[src/rtl/useq_pkg.sv]
package useq_pkg;
  localparam int OP_W   = 3;
  localparam int STEP_W = 2;
  localparam int NREG   = 5;
  localparam int NSLOT  = 2;

  localparam int RG_A = 0;
  localparam int RG_X = 1;
  localparam int RG_Y = 2;
  localparam int RG_P = 3;
  localparam int RG_S = 4;

  typedef struct packed {
    logic            last;
    logic            mem;
    logic            alu;
    logic [NREG-1:0] wr;
    logic [NREG-1:0] rd;
  } uop_t;

  localparam int UOP_W = $bits(uop_t);

  typedef enum logic [OP_W-1:0] {
    OP_NOP      = 3'd0,
    OP_LOAD_A   = 3'd1,
    OP_MOVE_AX  = 3'd2,
    OP_INC_X    = 3'd3,
    OP_STORE_A  = 3'd4,
    OP_ADD_MEM  = 3'd5,
    OP_PUSH_A   = 3'd6,
    OP_INC_MEM  = 3'd7
  } op_e;
endpackage

[src/rtl/useq_rom.sv]
module useq_rom import useq_pkg::*; (
  input  logic              clk_i,
  input  logic              rst_ni,
  input  logic              rd_en_i,
  input  logic [OP_W-1:0]   op_i,
  input  logic [STEP_W-1:0] step_i,
  output uop_t              uop_o
);
  uop_t uop_q;

  function automatic uop_t lookup(input logic [OP_W-1:0] op, input logic [STEP_W-1:0] st);
    uop_t u;
    u      = '0;
    u.last = 1'b1;
    case (op_e'(op))
      OP_LOAD_A: begin
        u.mem = 1'b1; u.wr[RG_A] = 1'b1;
      end
      OP_MOVE_AX: begin
        u.alu = 1'b1; u.rd[RG_A] = 1'b1; u.wr[RG_X] = 1'b1;
      end
      OP_INC_X: begin
        u.alu = 1'b1; u.rd[RG_X] = 1'b1; u.wr[RG_X] = 1'b1; u.wr[RG_P] = 1'b1;
      end
      OP_STORE_A: begin
        u.mem = 1'b1;
        if (st == '0) u.last = 1'b0;
        else          u.rd[RG_A] = 1'b1;
      end
      OP_ADD_MEM: begin
        if (st == '0) begin
          u.mem = 1'b1; u.last = 1'b0;
        end else begin
          u.alu = 1'b1;
          u.rd[RG_A] = 1'b1; u.rd[RG_P] = 1'b1;
          u.wr[RG_A] = 1'b1; u.wr[RG_P] = 1'b1;
        end
      end
      OP_PUSH_A: begin
        if (st == '0) begin
          u.alu = 1'b1; u.rd[RG_S] = 1'b1; u.wr[RG_S] = 1'b1; u.last = 1'b0;
        end else begin
          u.mem = 1'b1; u.rd[RG_A] = 1'b1;
        end
      end
      OP_INC_MEM: begin
        case (st)
          2'd0, 2'd1: begin u.mem = 1'b1; u.last = 1'b0; end
          2'd2:       begin u.alu = 1'b1; u.wr[RG_P] = 1'b1; u.last = 1'b0; end
          default:    u.mem = 1'b1;
        endcase
      end
      default: ;
    endcase
    return u;
  endfunction

  always_ff @(posedge clk_i or negedge rst_ni) begin
    if (!rst_ni)      uop_q <= '0;
    else if (rd_en_i) uop_q <= lookup(op_i, step_i);
  end

  assign uop_o = uop_q;
endmodule

[src/rtl/useq_slot.sv]
module useq_slot import useq_pkg::*; (
  input  logic            clk_i,
  input  logic            rst_ni,
  input  logic            load_i,
  input  logic [OP_W-1:0] op_i,
  input  logic            grant_i,
  output logic            busy_o,
  output logic            fin_o,
  output uop_t            uop_o
);
  logic              busy_q;
  logic [OP_W-1:0]   op_q;
  logic [STEP_W-1:0] step_q;
  logic [STEP_W-1:0] step_nx;
  logic              adv;
  logic              rom_en;
  logic [OP_W-1:0]   rom_op;
  logic [STEP_W-1:0] rom_st;
  uop_t              uop_cur;

  assign adv     = grant_i & busy_q;
  assign fin_o   = adv & uop_cur.last;
  assign step_nx = step_q + 1'b1;

  // table output register is the pending micro-op; read next step only on advance
  assign rom_en = load_i | (adv & ~uop_cur.last);
  assign rom_op = load_i ? op_i : op_q;
  assign rom_st = load_i ? '0 : step_nx;

  useq_rom u_rom (
    .clk_i   (clk_i),
    .rst_ni  (rst_ni),
    .rd_en_i (rom_en),
    .op_i    (rom_op),
    .step_i  (rom_st),
    .uop_o   (uop_cur)
  );

  always_ff @(posedge clk_i or negedge rst_ni) begin
    if (!rst_ni) begin
      busy_q <= 1'b0;
      op_q   <= '0;
      step_q <= '0;
    end else if (load_i) begin
      busy_q <= 1'b1;
      op_q   <= op_i;
      step_q <= '0;
    end else if (adv) begin
      if (uop_cur.last) busy_q <= 1'b0;
      else              step_q <= step_nx;
    end
  end

  assign busy_o = busy_q;
  assign uop_o  = uop_cur;
endmodule

[src/rtl/useq_dep.sv]
module useq_dep import useq_pkg::*; (
  input  logic [NSLOT-1:0] pend_i,
  input  uop_t [NSLOT-1:0] uop_i,
  input  logic             old_i,
  output logic [NSLOT-1:0] grant_o
);
  uop_t uo;
  uop_t uy;
  logic yng;
  logic clash;

  assign yng = ~old_i;
  assign uo  = uop_i[old_i];
  assign uy  = uop_i[yng];

  assign clash = (|(uo.wr & (uy.rd | uy.wr))) | (uo.alu & uy.alu) | (uo.mem & uy.mem);

  always_comb begin
    grant_o       = '0;
    grant_o[old_i] = pend_i[old_i];
    grant_o[yng]   = pend_i[yng] & ~(pend_i[old_i] & clash);
  end
endmodule

[src/rtl/dual_useq.sv]
module dual_useq import useq_pkg::*; (
  input  logic                       clk_i,
  input  logic                       rst_ni,
  input  logic [NSLOT-1:0]           lane_vld_i,
  input  logic [NSLOT-1:0][OP_W-1:0] lane_op_i,
  output logic [NSLOT-1:0]           take_o,
  output logic [NSLOT-1:0]           slot_free_o,
  output logic [NSLOT-1:0][UOP_W-1:0] uop_o,
  output logic [NSLOT-1:0]           uop_vld_o,
  output logic                       old_o
);
  logic [NSLOT-1:0] busy;
  logic [NSLOT-1:0] fin;
  logic [NSLOT-1:0] load;
  logic [NSLOT-1:0] grant;
  logic [NSLOT-1:0] sel;
  uop_t [NSLOT-1:0] uop;
  logic             both_free;
  logic             any_free;
  logic             old_q;
  logic             old_eff;

  assign both_free = ~|busy;
  assign any_free  = ~&busy;

  assign take_o[0] = lane_vld_i[0] & any_free;
  assign take_o[1] = lane_vld_i[1] & lane_vld_i[0] & both_free;

  for (genvar k = 0; k < NSLOT; k++) begin : g_slot
    logic [OP_W-1:0] op_mux;
    // input swap: lane k when pairing, else lane 0 into whichever slot is free
    assign sel[k]  = both_free ? (k == 1) : 1'b0;
    assign op_mux  = lane_op_i[sel[k]];
    assign load[k] = both_free ? take_o[k] : (~busy[k] & take_o[0]);

    useq_slot u_slot (
      .clk_i   (clk_i),
      .rst_ni  (rst_ni),
      .load_i  (load[k]),
      .op_i    (op_mux),
      .grant_i (grant[k]),
      .busy_o  (busy[k]),
      .fin_o   (fin[k]),
      .uop_o   (uop[k])
    );

    assign uop_o[k] = uop[k];
  end

  always_comb begin
    case (busy)
      2'b01:   old_eff = 1'b0;
      2'b10:   old_eff = 1'b1;
      default: old_eff = old_q;
    endcase
  end

  always_ff @(posedge clk_i or negedge rst_ni) begin
    if (!rst_ni)             old_q <= 1'b0;
    else if (load == 2'b11)  old_q <= 1'b0;
    else if (load[0])        old_q <= busy[1] & ~fin[1];
    else if (load[1])        old_q <= ~(busy[0] & ~fin[0]);
    else if (fin[old_eff])   old_q <= ~old_eff;
  end

  useq_dep u_dep (
    .pend_i  (busy),
    .uop_i   (uop),
    .old_i   (old_eff),
    .grant_o (grant)
  );

  assign uop_vld_o   = grant;
  assign slot_free_o = ~busy;
  assign old_o       = old_eff;
endmodule

[config.mk]
export PLATFORM = sky130hd
export DESIGN_NAME = dual_useq
export DESIGN_NICKNAME = d
export VERILOG_FILES = /design/src/rtl/useq_pkg.sv /design/src/rtl/useq_rom.sv /design/src/rtl/useq_slot.sv /design/src/rtl/useq_dep.sv /design/src/rtl/dual_useq.sv
export SDC_FILE = /design/constraint.sdc
export NUM_CORES = 1
export LEC_CHECK = 0
export ABC_AREA = 1
export BUFFER_PORTS_ARGS = -buffer_cell sky130_fd_sc_hd__buf_4
export CAP_MARGIN = 20
export CORE_UTILIZATION = 30
export CTS_CLUSTER_DIAMETER = 60
export CTS_CLUSTER_SIZE = 30
export DETAILED_ROUTE_END_ITERATION = 16
export GPL_TIMING_DRIVEN = 0
export PLACE_DENSITY = 0.47
export SLEW_MARGIN = 20
export SYNTH_ARGS = -nofsm -noshare
export SYNTH_HDL_FRONTEND = slang
export SYNTH_HIERARCHICAL = 1
export SYNTH_SLANG_ARGS = --single-unit
[constraint.sdc]
create_clock -name clk_i -period 5.3 [get_ports clk_i]
set_input_delay 1.59 -clock clk_i [delete_from_list [all_inputs] [get_ports clk_i]]
set_output_delay 1.59 -clock clk_i [all_outputs]
set_load 0.005 [all_outputs]
==> metrics <==
Cell Area, Placed 2430 µm²; Async SR Flop Fraction 1.00; top_reg_cell synth dfrtp_1; largest family of logic cells by synthesized area simple AND/OR/NAND/NOR gates; CTS tree built; total track usage 0.150; Worst Path Class, Setup reg2out; status finished with violations; Cells after Synth 307; adder-cell share of the synthesized area 0.0184; Final Hold Viols 0; reg-to-reg setup timing slack 2.18 ns; post-CTS sizing 0; Area Growth Syn to Fin 23.3%; Post-Layout Cell Count 431; DRT iter0 DRCs 94; failing checks DRC; drt drc 3; clock latency on the worst-skew pair 0.29 ns; RR Startpoint g_slot[0].u_slot/busy_o; max-slew violations 0; post-cts hold buffer count 0; met3 wirelength from detailed routing 173 µm; core area 6460 µm²; total CTS buffers 5; post-route cell area 2520 µm²; die height 84.5 µm; clk slew on worst S/H paths 0.07 ns; Metal-1 WL 2.53 mm; via count 1950; Critical Path Sink uop_vld_o[0]; CTS root buffer clkbuf_8; worst reg2reg endpoint g_slot[0].u_slot/u_rom/uop_o[1]; die area 7140 µm²; drt total wl 5.05 mm; grt ovf 0; min cycle time layout 4.25 ns; commonest non-fill, non-tap cell in the layout nand2_1; wire length of the first global-routing pass 8.46 mm; commonest non-fill, non-tap cells in the layout 136 x nand2_1, 44 x buf_4, 34 x inv_1; Register-to-Register Path Depth 21; TritonCTS Sinks 33; HP Class reg2reg; Syn. warnings 6; Mapped Area 2040 µm²; EDFF count, synth 0; post-synthesis simple-gate area fraction 0.399; # diodes 0; hold_ws 0.505 ns; initial antenna violation count 0; Crit. End Element primary output; sequential fraction of the synthesis area 0.404; layout cells sized above 1 0.201; Post-Synth XOR/XNOR Area 0; Final Worst Setup Slack 1.05 ns; Post-CTS Repair Setup Buffers 0; f_max 235 MHz; unrepaired setup endpoints after global routing no; DR pass1 iterations 14; total power 1.59 mW; Synth Area in Compound Gates 0.0563; critical path required time 3.71 ns; CP arrival 2.66 ns; starting density of the core 0.316; Final GP Congestion 0.818; largest fanout on the critical path 8; Max Clock Skew 0.00602 ns; Synth Area per Inst 6.66 µm²; highest metal used met4; Ports 43; vias in the first global route 1816; Post-DRT Antenna Nets 0; dpl cells 424; Final nets 367; worst ir drop on vdd 0.256 mV; Setup crit start g_slot[0].u_slot/busy_o; Final Util 0.390; mux share of post-synthesis cell area 0; H-Tree Depth 2; Pwr Density 632 nW/µm²; Clock Tree Buf Depth 2; Final Setup Violations 0; metal2 WL 2.29 mm; Synth cell types 24; largest net degree at the start of global routing 34; # rows 29; Synth Register Bits 33; WL/cell 11.7 µm; max-cap violation count 0; Placement Setup Slack 1.42 ns; setup_tns 0 ns; crit start category register; chip width 84.5 µm; final cycle utilization of the critical path 0.801; IO Port Bufs 38; Leak 1.46 nW; post-DP HPWL 3.79 mm; vias per inst 4.52
==> kinds of logic (layout without fill, tap and decap cells) <==
logic type / after synthesis / count (layout)
fa+ha+maj: 3 / 3
other cells: 2 / 4
flops: 33 / 33
compound gates: 21 / 21
simple gates: 197 / 197
buf+inv: 51 / 96
==> area by class of cell <==
| cell class | instances | area (µm²) |
|---|---|---|
| multi-input cells | 225 | 983 |
| flip-flops and latches | 33 | 826 |
| inverters | 40 | 153 |
| well taps | 77 | 96.3 |
| plain buffers | 11 | 88.8 |
| repair buffers | 38 | 285 |
| fillers | 728 | 3940 |
| clock buffers | 7 | 86.3 |
==> sequential cells by signal (all words and copies together), names as in the netlist <==
signal	flops
g_slot.u_slot/busy_o	2
g_slot.u_slot/op_q	6
g_slot.u_slot/step_q	4
g_slot.u_slot/u_rom/uop_o	20
old_q	1
==> critical path, stage by stage (launching register included) <==
cell and delay [ns]:
dfrtp_1 0.49, inv_1 0.14, ha_1 0.33, inv_1 0.06
nand2_1 0.04, nand2_1 0.14, buf_6 0.18, inv_4 0.06
nand2_1 0.05, nand2_1 0.07, nand2_1 0.06, nand2_1 0.05
nor2_1 0.07, nand2_1 0.09, a21oi_1 0.33, buf_4 0.18
==> per-layer routing <==
| metal | up-vias | GRT usage |
|---|---|---|
| met5 | - | 0 |
| met4 | 0 | 0.0555 |
| met3 | 8 | 0.0324 |
| met2 | 26 | 0.236 |
| met1 | 902 | 0.204 |
| li1 | 1014 | - |
==> synthesized netlist by cell type (3+ instances only) <==
cell / count / area, µm²
a21oi_1: 4 / 20.0
inv_1: 34 / 128
buf_4: 6 / 45.0
nor2_1: 24 / 90.1
buf_6: 3 / 33.8
o21ai_0: 11 / 55.1
nand2_2: 7 / 43.8
inv_2: 5 / 18.8
dfrtp_1: 33 / 826
nand3_1: 19 / 95.1
nand2_1: 136 / 510
ha_1: 3 / 37.5
==> where the power goes <==
part           switching [mW]  internal, mW  total (mW)  leakage (nW)
registers              0.0824         0.354       0.436         0.418
clock network          0.0927         0.103       0.196        0.0443
logic                   0.585         0.374       0.959         0.999
==> worst min path at each step <==
stage | end | start | slack (ns) | cells past startpoint
4_1_cts | g_slot[0].u_slot/u_rom/uop_o[3] | g_slot[0].u_slot/u_rom/uop_o[3] | 0.51 | 1
3_5_place_dp | g_slot[0].u_slot/u_rom/uop_o[3] | g_slot[0].u_slot/u_rom/uop_o[3] | 0.50 | 1
5_1_grt | g_slot[0].u_slot/u_rom/uop_o[3] | g_slot[0].u_slot/u_rom/uop_o[3] | 0.53 | 1
6_report | g_slot[0].u_slot/u_rom/uop_o[3] | g_slot[0].u_slot/u_rom/uop_o[3] | 0.50 | 1
3_3_place_gp | g_slot[0].u_slot/u_rom/uop_o[5] | g_slot[0].u_slot/u_rom/uop_o[5] | 0.50 | 2
2_1_floorplan | g_slot[0].u_slot/step_q[1] | g_slot[0].u_slot/step_q[1] | 0.49 | 2
Power figures use the tool's default switching activity.
